`src/rtl/acc_alu_pkg.sv`:
```
package acc_alu_pkg;

  typedef enum logic [4:0] {
    OP_NOP, OP_ADD, OP_SUB, OP_AND, OP_IOR, OP_XOR, OP_COM, OP_INC, OP_DEC,
    OP_MOVF, OP_INCSZ, OP_DECSZ, OP_RLF, OP_RRF, OP_SWAP, OP_MOVWF, OP_CLRF,
    OP_CLRW, OP_BCF, OP_BSF, OP_BTSC, OP_BTSS, OP_MOVL, OP_ANDL, OP_IORL,
    OP_XORL
  } op_e;

  typedef struct packed {
    logic c;
    logic dc;
    logic z;
  } flags_t;

endpackage

```
`src/rtl/acc_decode.sv`:
```
module acc_decode
  import acc_alu_pkg::*;
#(
  parameter int DATA_W = 8,
  parameter int ADDR_W = 5,
  localparam int INSTR_W = DATA_W + 4,
  localparam int BIT_W = $clog2(DATA_W)
) (
  input  logic [INSTR_W-1:0] instr_i,
  output op_e                op_o,
  output logic               wr_w_o,
  output logic               wr_file_o,
  output logic [BIT_W-1:0]   bit_idx_o,
  output logic [DATA_W-1:0]  lit_o
);

  logic [3:0]        top4;
  logic [5:0]        code6;
  logic              dst;
  logic [ADDR_W-1:0] faddr;

  assign top4      = instr_i[INSTR_W-1 -: 4];
  assign code6     = instr_i[INSTR_W-1 -: 6];
  assign dst       = instr_i[ADDR_W];
  assign faddr     = instr_i[ADDR_W-1:0];
  assign bit_idx_o = instr_i[ADDR_W +: BIT_W];
  assign lit_o     = instr_i[DATA_W-1:0];

  always_comb begin
    op_o      = OP_NOP;
    wr_w_o    = 1'b0;
    wr_file_o = 1'b0;
    unique case (top4)
      4'b0000, 4'b0001, 4'b0010, 4'b0011: begin
        // byte ops: default routing by destination bit
        wr_w_o    = ~dst;
        wr_file_o = dst;
        unique case (code6)
          6'b000000: begin
            wr_w_o = 1'b0;
            if (dst) op_o = OP_MOVWF;
            else     wr_file_o = 1'b0;
          end
          6'b000001: begin
            if (dst) begin
              op_o = OP_CLRF;
            end else if (faddr == '0) begin
              op_o   = OP_CLRW;
              wr_w_o = 1'b1;
            end else begin
              wr_w_o = 1'b0;
            end
          end
          6'b000010: op_o = OP_SUB;
          6'b000011: op_o = OP_DEC;
          6'b000100: op_o = OP_IOR;
          6'b000101: op_o = OP_AND;
          6'b000110: op_o = OP_XOR;
          6'b000111: op_o = OP_ADD;
          6'b001000: op_o = OP_MOVF;
          6'b001001: op_o = OP_COM;
          6'b001010: op_o = OP_INC;
          6'b001011: op_o = OP_DECSZ;
          6'b001100: op_o = OP_RRF;
          6'b001101: op_o = OP_RLF;
          6'b001110: op_o = OP_SWAP;
          6'b001111: op_o = OP_INCSZ;
          default: begin
            wr_w_o    = 1'b0;
            wr_file_o = 1'b0;
          end
        endcase
      end
      4'b0100: begin op_o = OP_BCF; wr_file_o = 1'b1; end
      4'b0101: begin op_o = OP_BSF; wr_file_o = 1'b1; end
      4'b0110: op_o = OP_BTSC;
      4'b0111: op_o = OP_BTSS;
      4'b1100: begin op_o = OP_MOVL; wr_w_o = 1'b1; end
      4'b1101: begin op_o = OP_IORL; wr_w_o = 1'b1; end
      4'b1110: begin op_o = OP_ANDL; wr_w_o = 1'b1; end
      4'b1111: begin op_o = OP_XORL; wr_w_o = 1'b1; end
      default: ;
    endcase
  end

endmodule

```
`src/rtl/acc_alu.sv`:
```
module acc_alu
  import acc_alu_pkg::*;
#(
  parameter int DATA_W = 8,
  localparam int BIT_W = $clog2(DATA_W),
  localparam int HALF = DATA_W / 2
) (
  input  op_e               op_i,
  input  logic [DATA_W-1:0] a_i,
  input  logic [DATA_W-1:0] w_i,
  input  logic              c_i,
  input  logic [BIT_W-1:0]  bit_idx_i,
  input  logic [DATA_W-1:0] lit_i,
  output logic [DATA_W-1:0] res_o,
  output flags_t            flg_o,
  output flags_t            upd_o,
  output logic              skip_o
);

  localparam logic [DATA_W:0] ONE_F = {{DATA_W{1'b0}}, 1'b1};
  localparam logic [HALF:0]   ONE_H = {{HALF{1'b0}}, 1'b1};
  localparam logic [DATA_W-1:0] ONE_D = {{(DATA_W-1){1'b0}}, 1'b1};

  logic [DATA_W:0]   add_full, sub_full;
  logic [HALF:0]     add_low, sub_low;
  logic [DATA_W-1:0] bmask;
  logic              bsel;

  // subtraction as operand + ~W + 1: carry out means no borrow
  assign add_full = {1'b0, a_i} + {1'b0, w_i};
  assign sub_full = {1'b0, a_i} + {1'b0, ~w_i} + ONE_F;
  assign add_low  = {1'b0, a_i[HALF-1:0]} + {1'b0, w_i[HALF-1:0]};
  assign sub_low  = {1'b0, a_i[HALF-1:0]} + {1'b0, ~w_i[HALF-1:0]} + ONE_H;
  assign bmask    = ONE_D << bit_idx_i;
  assign bsel     = a_i[bit_idx_i];

  always_comb begin
    res_o  = a_i;
    flg_o  = '0;
    upd_o  = '0;
    skip_o = 1'b0;
    unique case (op_i)
      OP_ADD: begin
        res_o  = add_full[DATA_W-1:0];
        flg_o.c  = add_full[DATA_W];
        flg_o.dc = add_low[HALF];
        upd_o  = '{c: 1'b1, dc: 1'b1, z: 1'b1};
      end
      OP_SUB: begin
        res_o  = sub_full[DATA_W-1:0];
        flg_o.c  = sub_full[DATA_W];
        flg_o.dc = sub_low[HALF];
        upd_o  = '{c: 1'b1, dc: 1'b1, z: 1'b1};
      end
      OP_AND:  begin res_o = a_i & w_i;  upd_o.z = 1'b1; end
      OP_IOR:  begin res_o = a_i | w_i;  upd_o.z = 1'b1; end
      OP_XOR:  begin res_o = a_i ^ w_i;  upd_o.z = 1'b1; end
      OP_COM:  begin res_o = ~a_i;       upd_o.z = 1'b1; end
      OP_INC:  begin res_o = a_i + ONE_D; upd_o.z = 1'b1; end
      OP_DEC:  begin res_o = a_i - ONE_D; upd_o.z = 1'b1; end
      OP_MOVF: begin res_o = a_i;        upd_o.z = 1'b1; end
      OP_INCSZ: begin
        res_o  = a_i + ONE_D;
        skip_o = (res_o == '0);
      end
      OP_DECSZ: begin
        res_o  = a_i - ONE_D;
        skip_o = (res_o == '0);
      end
      OP_RLF: begin
        res_o   = {a_i[DATA_W-2:0], c_i};
        flg_o.c = a_i[DATA_W-1];
        upd_o.c = 1'b1;
      end
      OP_RRF: begin
        res_o   = {c_i, a_i[DATA_W-1:1]};
        flg_o.c = a_i[0];
        upd_o.c = 1'b1;
      end
      OP_SWAP:  res_o = {a_i[HALF-1:0], a_i[DATA_W-1:HALF]};
      OP_MOVWF: res_o = w_i;
      OP_CLRF, OP_CLRW: begin res_o = '0; upd_o.z = 1'b1; end
      OP_BCF:  res_o = a_i & ~bmask;
      OP_BSF:  res_o = a_i | bmask;
      OP_BTSC: skip_o = ~bsel;
      OP_BTSS: skip_o = bsel;
      OP_MOVL: res_o = lit_i;
      OP_ANDL: begin res_o = w_i & lit_i; upd_o.z = 1'b1; end
      OP_IORL: begin res_o = w_i | lit_i; upd_o.z = 1'b1; end
      OP_XORL: begin res_o = w_i ^ lit_i; upd_o.z = 1'b1; end
      default: ;
    endcase
    flg_o.z = (res_o == '0);
  end

endmodule

```
`src/rtl/acc_state.sv`:
```
module acc_state
  import acc_alu_pkg::*;
#(
  parameter int DATA_W = 8
) (
  input  logic              clk_i,
  input  logic              rst_ni,
  input  logic              en_i,
  input  logic              wr_w_i,
  input  logic [DATA_W-1:0] res_i,
  input  flags_t            flg_i,
  input  flags_t            upd_i,
  output logic [DATA_W-1:0] w_o,
  output flags_t            flg_o
);

  always_ff @(posedge clk_i or negedge rst_ni) begin
    if (!rst_ni) begin
      w_o   <= '0;
      flg_o <= '0;
    end else if (en_i) begin
      if (wr_w_i)   w_o      <= res_i;
      if (upd_i.c)  flg_o.c  <= flg_i.c;
      if (upd_i.dc) flg_o.dc <= flg_i.dc;
      if (upd_i.z)  flg_o.z  <= flg_i.z;
    end
  end

  a_r12_w_hold: assert property (@(posedge clk_i) disable iff (!rst_ni)
    !en_i |=> $stable(w_o));
  a_r12_flags_hold: assert property (@(posedge clk_i) disable iff (!rst_ni)
    !en_i |=> $stable(flg_o));

endmodule

```
`src/rtl/acc_alu_exec.sv`:
```
module acc_alu_exec
  import acc_alu_pkg::*;
#(
  parameter int DATA_W = 8,
  parameter int ADDR_W = 5,
  localparam int INSTR_W = DATA_W + 4,
  localparam int BIT_W = $clog2(DATA_W)
) (
  input  logic               clk_i,
  input  logic               rst_ni,
  input  logic               valid_i,
  input  logic [INSTR_W-1:0] instr_i,
  output logic [ADDR_W-1:0]  rd_addr_o,
  input  logic [DATA_W-1:0]  rd_data_i,
  output logic [ADDR_W-1:0]  wr_addr_o,
  output logic [DATA_W-1:0]  wr_data_o,
  output logic               wr_en_o,
  output logic [DATA_W-1:0]  w_o,
  output logic               c_o,
  output logic               dc_o,
  output logic               z_o,
  output logic               skip_o
);

  op_e               op;
  logic              wr_w, wr_file, alu_skip;
  logic [BIT_W-1:0]  bit_idx;
  logic [DATA_W-1:0] lit, res, w_q;
  flags_t            alu_flg, alu_upd, flg_q;

  acc_decode #(.DATA_W(DATA_W), .ADDR_W(ADDR_W)) u_decode (
    .instr_i   (instr_i),
    .op_o      (op),
    .wr_w_o    (wr_w),
    .wr_file_o (wr_file),
    .bit_idx_o (bit_idx),
    .lit_o     (lit)
  );

  acc_alu #(.DATA_W(DATA_W)) u_alu (
    .op_i      (op),
    .a_i       (rd_data_i),
    .w_i       (w_q),
    .c_i       (flg_q.c),
    .bit_idx_i (bit_idx),
    .lit_i     (lit),
    .res_o     (res),
    .flg_o     (alu_flg),
    .upd_o     (alu_upd),
    .skip_o    (alu_skip)
  );

  acc_state #(.DATA_W(DATA_W)) u_state (
    .clk_i  (clk_i),
    .rst_ni (rst_ni),
    .en_i   (valid_i),
    .wr_w_i (wr_w),
    .res_i  (res),
    .flg_i  (alu_flg),
    .upd_i  (alu_upd),
    .w_o    (w_q),
    .flg_o  (flg_q)
  );

  assign rd_addr_o = instr_i[ADDR_W-1:0];
  assign wr_addr_o = instr_i[ADDR_W-1:0];
  assign wr_data_o = res;
  assign wr_en_o   = valid_i & wr_file;
  assign skip_o    = valid_i & alu_skip;
  assign w_o       = w_q;
  assign c_o       = flg_q.c;
  assign dc_o      = flg_q.dc;
  assign z_o       = flg_q.z;

  a_r2_file_dest_keeps_w: assert property (@(posedge clk_i) disable iff (!rst_ni)
    wr_en_o |=> $stable(w_o));
  a_r5_rotate_only_c: assert property (@(posedge clk_i) disable iff (!rst_ni)
    (valid_i && (op == OP_RLF || op == OP_RRF)) |=> ($stable(z_o) && $stable(dc_o)));
  a_r6_swap_no_flags: assert property (@(posedge clk_i) disable iff (!rst_ni)
    (valid_i && (op == OP_SWAP || op == OP_MOVWF)) |=> $stable({c_o, dc_o, z_o}));
  a_r7_clrw_zero: assert property (@(posedge clk_i) disable iff (!rst_ni)
    (valid_i && op == OP_CLRW) |=> (w_o == '0 && z_o));
  a_r8_single_bit: assert property (@(posedge clk_i) disable iff (!rst_ni)
    (wr_en_o && (op == OP_BCF || op == OP_BSF)) |-> ($countones(wr_data_o ^ rd_data_i) <= 1));
  a_r9_skip_source: assert property (@(posedge clk_i) disable iff (!rst_ni)
    skip_o |-> (op == OP_BTSC || op == OP_BTSS || op == OP_INCSZ || op == OP_DECSZ));
  a_r10_skipz_no_flags: assert property (@(posedge clk_i) disable iff (!rst_ni)
    (valid_i && (op == OP_INCSZ || op == OP_DECSZ)) |=> $stable({c_o, dc_o, z_o}));

endmodule

```
`config.mk`:
```
export PLATFORM = sky130hd
export DESIGN_NAME = acc_alu_exec
export DESIGN_NICKNAME = d
export VERILOG_FILES = /design/src/rtl/acc_alu_pkg.sv /design/src/rtl/acc_decode.sv /design/src/rtl/acc_alu.sv /design/src/rtl/acc_state.sv /design/src/rtl/acc_alu_exec.sv
export SDC_FILE = /design/constraint.sdc
export NUM_CORES = 1
export LEC_CHECK = 0
export CELL_PAD_IN_SITES_DETAIL_PLACEMENT = 1
export CELL_PAD_IN_SITES_GLOBAL_PLACEMENT = 2
export CORE_MARGIN = 4
export CORE_UTILIZATION = 38
export DETAILED_ROUTE_END_ITERATION = 6
export DONT_BUFFER_PORTS = 1
export GPL_TIMING_DRIVEN = 0
export MAX_ROUTING_LAYER = met4
export PLACE_DENSITY = 0.84
export SYNTH_ARGS = -nofsm -noshare
export SYNTH_HDL_FRONTEND = slang
export SYNTH_HIERARCHICAL = 1
export SYNTH_SLANG_ARGS = --single-unit
```
`constraint.sdc`:
```
create_clock -name clk_i -period 4.8 [get_ports clk_i]
set_clock_uncertainty 0.2 [all_clocks]
set_input_delay 0.72 -clock clk_i [delete_from_list [all_inputs] [get_ports clk_i]]
set_output_delay 0.72 -clock clk_i [all_outputs]
set_load 0.005 [all_outputs]
```
-- Yosys cells after proc, flatten, opt, wreduce, memory -nomap -nowiden
Cells that the tools add are included.
- word-level logic and storage cells: 123
- bits in read-only memories: 0
- flip-flop bits (word level): 11
- bits in latches: 0
- output and inout port bits: 31
- memories: 0
- bits in writable memories: 0
- $lt $le $gt $ge: 1
- muxes and demuxes: 21
- equal/unequal tests: 51
- shift-type cells: 1
- bitwise gates (word level): 16
- reduce and logical (&&, ||, !) cells: 21
- div/mod/pow operators: 0
- multipliers: 0
- add/subtract/negate cells: 8
- operators by type and width (operator ; count):
    case mux 8 bit (19 select lines) ; 1
    case mux 5 bit (16 select lines) ; 1
    == test 5 bit, second input constant ; 10
    == test 6 x 4 -> 1 bit, second input constant ; 8
    case mux 5 bit (9 select lines) ; 1
    == test 5 x 4 -> 1 bit, second input constant ; 8
    OR reduction 14 bit ; 2
    AND 8 bit ; 3
    == test 6 x 3 -> 1 bit, second input constant ; 4
    zero test 8 bit ; 3
    inverter 8 bit ; 3
    OR 8 bit ; 3
    == test 5 x 3 -> 1 bit, second input constant ; 4
    adder 8 x 8 -> 9 bit ; 2
    == test 4 x 3 -> 1 bit, second input constant ; 4
    == test 4 bit, second input constant ; 4
    bitwise XOR 8 bit ; 2
    OR reduction 15 bit ; 1
    == test 6 x 2 -> 1 bit, second input constant ; 2
    OR reduction 4 bit ; 3
    adder 4 x 4 -> 5 bit ; 2
    == test 5 x 2 -> 1 bit, second input constant ; 2
    two-way mux 5 bit ; 2
    case mux 1 bit (2 select lines) ; 5
    22 further kinds ; 39

-- Longest topological paths before layout
Gate-level depths: netlist of run 1.
- depth in word-level cells: 9
- depth in mapped cells: 17
- mapped depth without buffers: 13

-- Modules after synthesis
The synthesis of run 1 kept the hierarchy.
- by module, submodules not included (module ; times used ; seq. area each (µm²) ; area each (µm²) ; cells each):
    acc_alu ; 1 ; 0.0 ; 3101.7 ; 467
    acc_decode ; 1 ; 0.0 ; 459.2 ; 66
    acc_state ; 1 ; 275.3 ; 421.7 ; 26
    acc_alu_exec ; 1 ; 0.0 ; 87.6 ; 12

-- Worst setup path after synthesis of run 1
OpenSTA, ideal clock, no wires.
- path kind: input -> output
- from: in instr_i[0]
- to: out wr_data_o[4]
- data arrival time: 3336 ps
- path buffers: 2
- stages on the path: 13
- setup slack: 544 ps
- cell sequence: or4_4 -> nor2_2 -> nor2_1 -> o31ai_2 -> buf_2 -> and3b_1 -> buf_2 -> a221oi_1 -> o2bb2ai_1 -> nor4_1 -> nand3_1 -> a211oi_1 -> a21oi_1
- cells in the longest elaborated chain, start to end: 8
- elaborated cells on any way between the ends: 31
- classes of those cells: eq/ne: 22; mux: 5; reduce/logical: 4
- ends and longest elaborated chain (item ; RTL line ; RTL):
    start, declared ; acc_alu_exec.sv:12 ; input logic [INSTR_W-1:0] instr_i,
    zero test 5 bit * ; acc_decode.sv:47 ; end else if (faddr == '0) begin
    two-way mux 5 bit * ; acc_decode.sv:47 ;
    two-way mux 5 bit * ; acc_decode.sv:45 ; if (dst) begin
    case mux 5 bit (16 select lines) * ; acc_decode.sv:38 ; unique case (code6)
    case mux 5 bit (9 select lines) * ; acc_decode.sv:33 ; unique case (top4)
    net op[4] ; acc_alu_exec.sv:25 ; op_e op;
    == test 5 bit (tied with other cells) ; acc_alu.sv:42 ; unique case (op_i)
    OR reduction 2 bit ; - ;
    case mux 8 bit (19 select lines) * ; acc_alu.sv:42 ;
    end, declared ; acc_alu_exec.sv:16 ; output logic [DATA_W-1:0] wr_data_o,
The timed path passes the listed nets; every way through them passes the cells marked *.

-- Final worst setup path of run 1
- from: in instr_i[11]
- to: out wr_data_o[4]
- cells in the longest elaborated chain, start to end: 6
- elaborated cells on any way between the ends: 57
- classes of those cells: eq/ne: 48; mux: 3; reduce/logical: 6
- ends and longest elaborated chain (item ; RTL line):
    == test 6 x 4 -> 1 bit (tied with other cells) ; acc_decode.sv:38
    case mux 5 bit (16 select lines) or OR reduction 4 bit (tied branches) ; acc_decode.sv:38, acc_decode.sv:33
    case mux 5 bit (9 select lines) * ; acc_decode.sv:33
    net op[0] ; acc_alu_exec.sv:25
    == test 5 bit (tied with other cells) ; acc_alu.sv:42
    OR reduction 2 bit ; -
    case mux 8 bit (19 select lines) * ; acc_alu.sv:42
Marked as above.

==> impl_metrics.py, run 1 <==
metrics = {
    "finish": {
        "nFillCells": 1352,
        "nNetsFinal": 624,
        "drive_above_1_share": 0.165,
        "syn2layout_area_growth_pct": 8.02,
        "insertedDiodeCount": 0,
        "finalInstanceArea_um2": 4400,
    },
    "synth": {
        "syn_inst": 571,
        "synthMostInstantiatedCell": "nor2_1",
        "netlist_area_um2": 4070,
        "synth-seq-cells": 11,
        "synthTopCellsByCount": "nor2_1 (44), nand2_1 (39), o21ai_0 (38), a21oi_1 (32)",
        "yosysTopAreaCell": "dfrtp_1",
        "yosys.area.top_type_share": 0.0676,
        "synth_edf_count": 0,
        "ys_types": 82,
        "synth-main-ff-cell": "dfrtp_1",
        "yosys_warnings": 6,
        "syn_avg_cell_area_um2": 7.13,
        "yosysSeqAreaShare": 0.0676,
        "synth_nets": 617,
        "synthTopCellsByArea": "dfrtp_1 (6.8%), ha_1 (6.5%), mux2i_1 (5.4%), o21ai_0 (4.7%), buf_4 (4.2%)",
        "synthArstFlopShare": 1.00,
    },
    "floorplanning": {
        "die_h_um": 111,
        "pin_count": 54,
        "start_util": 0.392,
        "die-width_um": 111,
        "std_cell_rows": 37,
        "dieArea_um2": 12400,
        "coreArea_um2": 10400,
    },
    "pwr": {
        "leakagePower_nw": 1.69,
        "ir_drop_mv": 0.242,
        "power.density_nw_per_um2": 278,
        "total_power_mw": 1.22,
    },
    "hold_path": {
        "min_path_type": "reg -> reg",
    },
    "route": {
        "wl_per_cell_um": 25.8,
        "ant_nets": 0,
        "drtIter0Drc": 463,
        "avgViaCountPerCell": 6.58,
        "via_count": 4695,
        "finalWirelength_mm": 18.4,
        "dr.pass1.iters": 5,
        "route.detailed.drc": 0,
    },
    "sta": {
        "setup_violations": 0,
        "rsz0062_at_grt": "false",
        "max_slew_margin": 0.370,
        "finalHoldViolations": 0,
        "min_period_ns": 4.75,
        "fin_setup_tns_ns": 0,
        "finalHoldWorstSlack_ns": 0.335,
        "worst_pin_slew_ns": 0.938,
        "final.setup.worst_slack_ns": 0.0497,
        "fmax_mhz": 211,
        "post-route-period-util": 0.990,
        "drv_slew": 0,
    },
    "grt": {
        "grt.total_usage": 0.292,
        "grt_max_degree": 12,
        "grt_pass1_vias": 4687,
        "grt_pass1_wl_mm": 28.2,
        "antenna_found_initial": 0,
        "globalRouteOverflowTotal": 0,
    },
    "placement": {
        "dp_hpwl_mm": 14.2,
        "placed_cell_area_um2": 4240,
        "dpl_worst_slack_ns": -0.471,
        "io_buffers": 0,
        "place_congestion": 0.968,
    },
    "setup_path": {
        "r2r_slack_ns": 1.24,
        "crit_fanout": 10,
        "crit_arrival_ns": 3.83,
        "critPathKind": "in -> out",
        "cp.required_ns": 3.88,
        "endpoint_kind": "primary output",
        "worstSetupStartpointType": "input pin",
    },
    "clock_network": {
        "clkTransAtPathRegs_ns": 0.05,
        "cts-htree-levels": 1,
        "cts_root_buf": "clkbuf_8",
        "numCtsBuffers": 3,
        "cts_max_path_buffers": 2,
        "cts_tree": "built",
        "cts_num_sinks": 11,
        "clk_latency_ns": 0.25,
    },
    "flow_run": {
        "cap_violations": 0,
    },
    "run_status": {
        "status": "finished clean",
    },
}
-- registers in the layout (all words and copies together), names as in the netlist --
signal / cells
u_state/flg_o: 3
u_state/w_o: 8
-- worst max-delay path, cell delays in order --
cell and delay [ns]:
or3_2 0.47, nor4_1 0.30, a41oi_1 0.09, o2111ai_1 0.19
buf_6 0.22, buf_2 0.23, buf_2 0.27, a21boi_0 0.21
o32ai_1 0.11, nor4_2 0.43, buf_4 0.19, nand4_1 0.09
a21oi_1 0.21, a21oi_2 0.10
-- cells in the final DEF, fill, tap and decap left out, drive strengths merged, types with 7 or more instances in the layout --
cell type,synthesis,final
nand3,25,25
a21oi,32,32
buf,46,44
mux2,14,14
o22ai,8,8
ha,21,21
nor2b,11,11
xnor2,16,16
nand2,40,40
and2,10,10
inv,26,26
o21ai,39,39
nor3b,8,8
xor2,7,7
mux2i,22,22
nand2b,12,12
nor2,45,45
nor4,7,7
clkbuf,25,32
dfrtp,11,11
nor3,18,18
-- layer usage --
layer / GRT usage / part of all wire / up-vias
met4: 0.0746 / 0.028 / 0
met5: - / 0 / -
li1: - / - / 2113
met2: 0.475 / 0.47 / 241
met3: 0.0495 / 0.081 / 45
met1: 0.377 / 0.42 / 2296
-- cells by family (layout without fill, tap and decap cells) --
| group | Yosys count | count (layout) | synth area share |
|---|---|---|---|
| adders and majority gates | 23 | 23 | 0.0744 |
| DFF | 11 | 11 | 0.0676 |
| and+or+nand+nor | 210 | 210 | 0.277 |
| buffers and inverters | 97 | 103 | 0.130 |
| muxes | 39 | 39 | 0.110 |
| AOI/OAI and AO/OA | 168 | 168 | 0.291 |
| xor gates and xnor gates | 23 | 23 | 0.0495 |
-- final timing paths --
path,endpoint,cells after the start,startpoint
max,wr_data_o[4],14,instr_i[11]
min,u_state/flg_o[0],1,u_state/flg_o[0]
max reg2reg,u_state/flg_o[0],11,u_state/w_o[1]
min reg2reg,u_state/flg_o[0],1,u_state/flg_o[0]
max in group asynchronous,u_state/flg_o[2],1,rst_ni
min in group asynchronous,u_state/w_o[3],1,rst_ni
-- where the power goes --
group	internal (mW)	leakage, nW	switching [mW]	total [mW]
sequential	0.125	0.136	0.0964	0.221
clock	0.0587	0.0228	0.0395	0.0982
combinational	0.367	1.53	0.533	0.901
total	0.551	1.69	0.669	1.22
-- repair_timing --
item                                   in CTS  in global routing
resized for setup                           5                 23
setup endpoints to repair                   7                  8
pin swaps                                   1                  2
cloned                                      0                  0
buffers inserted                            0                  1
endpoints found under the hold margin      11                  0
hold buffers                                1                  0
-- cell type report --
class                      instances  area (um^2)  area share
timing repair buffer               2         17.5     0.00398
buffer                            71          454       0.103
tap                              136          170      0.0387
sequential                        11          275      0.0626
clock buffer                       4         45.0      0.0102
multi-input combinational        463         3340       0.759
inverter                          26         97.6      0.0222
-- stage by stage --
step / instances / util
after detailed placement: 707 / 0.409
final: 713 / 0.424
after global placement: 707 / 0.409
after global routing: 713 / 0.424
after CTS: 712 / 0.416
after floorplan: 571 / -
(Power assumes the default switching activity.)
==> run 2, diff against run 1 <==
CELL_PAD_IN_SITES_DETAIL_PLACEMENT = 0   (was 1)
CELL_PAD_IN_SITES_GLOBAL_PLACEMENT = 1   (was 2)
CORE_UTILIZATION = 45   (was 38)
PLACE_DENSITY = 0.79   (was 0.84)
==> impl_metrics.py, run 2 (synthesis gave the netlist of run 1 again) <==
metrics = {
    "route": {
        "wl_per_cell_um": 25.2,
        "via_count": 4791,
        "avgViaCountPerCell": 6.97,
        "finalWirelength_mm": 17.3,
        "ant_nets": 0,
        "drtIter0Drc": 666,
        "route.detailed.drc": 0,
        "dr.pass1.iters": 6,
    },
    "finish": {
        "largest_register": "u_state/w_o",
        "final_common_cell": "nor2_1",
        "finalInstanceArea_um2": 4370,
        "layout_common_cells": "nor2_1 (42), nand2_1 (39), o21ai_0 (38)",
        "largestRegisters": "u_state/w_o x8, u_state/flg_o x3",
        "drive_above_1_share": 0.163,
        "syn2layout_area_growth_pct": 7.29,
        "nNetsFinal": 625,
        "fin_cells": 687,
        "largest_reg_flops": 8,
    },
    "setup_path": {
        "crit_fanout": 10,
        "crit_top_cell": "buf_2",
        "critPathKind": "in -> out",
        "crit_arrival_ns": 3.75,
        "cpPeakStageDelay_ns": 0.47,
        "crit_chain": "or3_2, nor4_1, a41oi_1, o2111ai_1, buf_6, buf_2, buf_2, clkbuf_2, o32ai_1, o21ai_0, nand4_1, o22a_1",
        "cp.required_ns": 3.88,
        "worstSetupStartpointType": "input pin",
        "crit_slowest_cell": "or3_2",
        "endpoint_kind": "primary output",
    },
    "grt": {
        "grt_max_degree": 12,
        "grt_pass1_vias": 4522,
        "globalRouteOverflowTotal": 0,
        "grt.total_usage": 0.334,
        "antenna_found_initial": 1,
        "grt_pass1_wl_mm": 26.3,
    },
    "sta": {
        "fmax_mhz": 214,
        "fin_setup_tns_ns": 0,
        "setup_violations": 0,
        "post-route-period-util": 0.974,
        "final.setup.worst_slack_ns": 0.126,
        "max_slew_margin": 0.421,
        "rsz0062_at_grt": "true",
        "finalHoldViolations": 0,
        "finalHoldWorstSlack_ns": 0.340,
        "worst_pin_slew_ns": 0.859,
        "drv_slew": 0,
        "min_period_ns": 4.67,
    },
    "floorplanning": {
        "dieArea_um2": 10600,
        "coreArea_um2": 8760,
        "die_h_um": 103,
        "die-width_um": 103,
        "start_util": 0.464,
        "std_cell_rows": 34,
        "pin_count": 54,
    },
    "clock_network": {
        "numCtsBuffers": 3,
        "cts-htree-levels": 1,
        "cts_tree": "built",
        "cts_root_buf": "clkbuf_8",
        "clk_latency_ns": 0.23,
        "cts_num_sinks": 11,
        "cts_max_path_buffers": 2,
        "clkTransAtPathRegs_ns": 0.05,
    },
    "placement": {
        "dp_hpwl_mm": 13.1,
        "dpl_worst_slack_ns": -0.447,
        "dp_cells": 679,
        "io_buffers": 0,
        "placed_cell_area_um2": 4210,
        "place_congestion": 1.01,
    },
    "flow_run": {
        "cap_violations": 0,
    },
    "pwr": {
        "power.density_nw_per_um2": 276,
        "ir_drop_mv": 0.243,
        "leakagePower_nw": 1.69,
    },
    "run_status": {
        "status": "finished clean",
    },
    "hold_path": {
        "min_path_type": "reg -> reg",
    },
}
[run 2: per-stage QoR]
| stage | total power, mW | util |
|---|---|---|
| global route | 1.30 | 0.498 |
| detailed placement | 1.07 | 0.480 |
| global placement | 1.06 | 0.480 |
| floorplan | 0.833 | - |
| CTS | 1.17 | 0.491 |
| finish | 1.20 | 0.498 |
[run 2: report_power, final]
part	switching [mW]	internal (mW)	total, mW
clock network	0.0320	0.0581	0.0900
logic	0.525	0.364	0.889
registers	0.0998	0.125	0.225
total	0.657	0.547	1.20
[run 2: repair_timing]
item | CTS | global route
gates resized for setup | 7 | 19
endpoints found under the setup margin | 8 | 9
hold endpoints to repair | 11 | 0
gates cloned | 0 | 0
pin swaps | 0 | 3
hold buffers | 1 | 0
buffers inserted | 0 | 2
[run 2: critical path: cells and delay by family]
| family | cells | cell delay [ns] |
|---|---|---|
| and+or+nand+nor | 3 | 0.94 |
| AOI/OAI and AO/OA | 5 | 1.03 |
| buffers and inverters | 4 | 1.04 |
[run 2: layout make-up]
class                      count  area [um^2]
multi-input combinational    463         3340
clock buffer                   4         45.0
fill                         934         4400
buffer                        71          450
inverter                      26         97.6
timing repair buffer           3         25.0
sequential                    11          275
antenna                        1         2.50
tap                          108          135
[run 2: worst paths after layout]
check                                 start               end  slack [ns]  cells past startpoint
max                             instr_i[11]      wr_data_o[6]        0.13                     12
min                        u_state/flg_o[1]  u_state/flg_o[1]        0.34                      1
max reg2reg                  u_state/w_o[1]  u_state/flg_o[0]        1.26                     11
min reg2reg                u_state/flg_o[1]  u_state/flg_o[1]        0.34                      1
max in group asynchronous            rst_ni    u_state/w_o[7]        3.36                      1
min in group asynchronous            rst_ni    u_state/w_o[2]        0.70                      1
[run 2: routing by layer]
| layer | GRT usage | vias to the layer above | part of all wire |
|---|---|---|---|
| li1 | - | 2116 | - |
| met1 | 0.434 | 2277 | 0.40 |
| met2 | 0.518 | 331 | 0.46 |
| met5 | - | - | 0 |
| met3 | 0.0616 | 67 | 0.11 |
| met4 | 0.118 | 0 | 0.037 |
==> run 3, diff against run 2 <==
CORE_ASPECT_RATIO = 0.7   (was default)
==> impl_metrics.py, run 3 (synthesis gave the netlist of run 1 again) <==
metrics = {
    "finish": {
        "layout_common_cells": "nor2_1 (43), nand2_1 (39), o21ai_0 (37)",
        "final_common_cell": "nor2_1",
        "finalInstanceArea_um2": 4410,
        "insertedDiodeCount": 0,
        "syn2layout_area_growth_pct": 8.27,
        "nNetsFinal": 623,
        "drive_above_1_share": 0.161,
        "largest_register": "u_state/w_o",
        "largestRegisters": "u_state/w_o x8, u_state/flg_o x3",
        "largest_reg_flops": 8,
    },
    "setup_path": {
        "endpoint_kind": "primary output",
        "crit_fanout": 10,
        "critPathKind": "in -> out",
        "worstSetupStartpointType": "input pin",
        "crit_arrival_ns": 3.89,
        "cp.required_ns": 3.88,
    },
    "sta": {
        "finalHoldViolations": 0,
        "final.setup.worst_slack_ns": -0.0134,
        "min_period_ns": 4.81,
        "setup_violations": 1,
        "fmax_mhz": 208,
        "drv_slew": 0,
        "post-route-period-util": 1.00,
        "worst_pin_slew_ns": 0.868,
        "max_slew_margin": 0.415,
        "rsz0062_at_grt": "true",
    },
    "placement": {
        "dp_hpwl_mm": 13.7,
        "placed_cell_area_um2": 4220,
        "place_congestion": 1.04,
        "dpl_worst_slack_ns": -0.628,
        "io_buffers": 0,
    },
    "floorplanning": {
        "die_h_um": 87.6,
        "pin_count": 54,
        "coreArea_um2": 8620,
        "dieArea_um2": 10700,
        "std_cell_rows": 28,
        "start_util": 0.472,
        "die-width_um": 122,
    },
    "run_status": {
        "violations": "negative setup slack",
        "status": "finished with violations",
    },
    "grt": {
        "globalRouteOverflowTotal": 0,
        "antenna_found_initial": 0,
        "gr-usage-met1": 0.504,
        "grt.total_usage": 0.339,
        "grt.busiest_layer": "met1",
        "grt_util_met2": 0.444,
        "grt_pass1_wl_mm": 26.9,
        "met3_usage": 0.100,
        "grt_max_degree": 12,
        "grt_pass1_vias": 4380,
    },
    "clock_network": {
        "cts_root_buf": "clkbuf_16",
        "cts_max_path_buffers": 2,
        "numCtsBuffers": 3,
        "cts_num_sinks": 11,
        "cts_tree": "built",
        "clk_latency_ns": 0.24,
        "cts-htree-levels": 1,
        "clkTransAtPathRegs_ns": 0.04,
    },
    "flow_run": {
        "cap_violations": 0,
    },
    "pwr": {
        "leakagePower_nw": 1.71,
        "ir_drop_mv": 0.407,
        "total_power_mw": 1.30,
        "p_clk_frac": 0.116,
        "p_sw_frac": 0.535,
        "power_switching_mw": 0.695,
        "seqPwrFrac": 0.179,
        "power.density_nw_per_um2": 295,
        "power_frac_comb": 0.704,
        "p_int_mw": 0.604,
    },
    "route": {
        "avgViaCountPerCell": 7.06,
        "via_count": 4917,
        "wl_per_cell_um": 25.9,
        "finalWirelength_mm": 18.0,
        "dr.pass1.iters": 6,
        "ant_nets": 0,
        "drtIter0Drc": 863,
        "route.detailed.drc": 0,
    },
    "hold_path": {
        "min_path_type": "reg -> reg",
    },
}
-- run 3: timing repair --
| action | CTS | global route |
|---|---|---|
| buffers inserted | 0 | 0 |
| hold endpoints to repair | 11 | 0 |
| hold buffers | 1 | 0 |
| pin swaps | 0 | 1 |
| resized for setup | 7 | 19 |
| endpoints found under the setup margin | 8 | 8 |
-- run 3: critical path: stages --
cell and delay, ns:
or4_4 0.53, nor2_2 0.13, a41oi_1 0.15, o2111ai_1 0.20, buf_6 0.22, buf_2 0.26, buf_2 0.30, a21boi_0 0.26
o32ai_2 0.16, nor4_4 0.40, nand3_1 0.15, a211oi_2 0.26, a21oi_2 0.15
-- run 3: power groups by stage --
| stage | Combinational [mW] | Sequential (mW) | Clock [mW] |
|---|---|---|---|
| 2_1_floorplan | 0.653 | 0.180 | 0 |
| 3_3_place_gp | 0.852 | 0.231 | 0 |
| 3_5_place_dp | 0.855 | 0.231 | 0 |
| 4_1_cts | 0.870 | 0.229 | 0.154 |
| 5_1_grt | 0.988 | 0.235 | 0.160 |
| 6_report | 0.915 | 0.233 | 0.151 |
-- run 3: path summary, 6_finish.rpt --
path / start / to / slack [ns] / depth (start not counted)
worst min register to register: u_state/flg_o[1] / u_state/flg_o[1] / 0.36 / 1
worst max register to register: u_state/w_o[1] / u_state/flg_o[0] / 1.11 / 11
worst min-delay path: u_state/flg_o[1] / u_state/flg_o[1] / 0.36 / 1
max in group asynchronous: rst_ni / u_state/w_o[1] / 3.37 / 1
min in group asynchronous: rst_ni / u_state/w_o[4] / 0.69 / 1
worst max-delay path: instr_i[0] / wr_data_o[4] / -0.01 / 13
-- run 3: routing by layer --
| metal | wire (um) | part of all wire |
|---|---|---|
| met4 | 482 | 0.027 |
| met5 | 0 | 0 |
| met3 | 2890 | 0.16 |
| met2 | 6900 | 0.38 |
| met1 | 7760 | 0.43 |
-- run 3: through the flow --
step / utilization / TNS (ns) / cells / hold slack [ns]
detailed placement: 0.490 / -1.83 / 691 / 0.225
global route: 0.511 / -0.110 / 696 / 0.377
global placement: 0.490 / -1.76 / 691 / 0.225
finish: 0.511 / -0.0134 / 696 / 0.356
floorplan: - / 0 / 571 / 0.224
CTS: 0.503 / -0.0285 / 696 / 0.360
-- run 3: area by class of cell --
class                   instances  area [um^2]
fillers                       880         4210
clock buffers                   4         78.8
inverters                      26         97.6
repair buffers                  1         10.0
flip-flops and latches         11          275
plain buffers                  71          450
well taps                     120          150
multi-input cells             463         3340
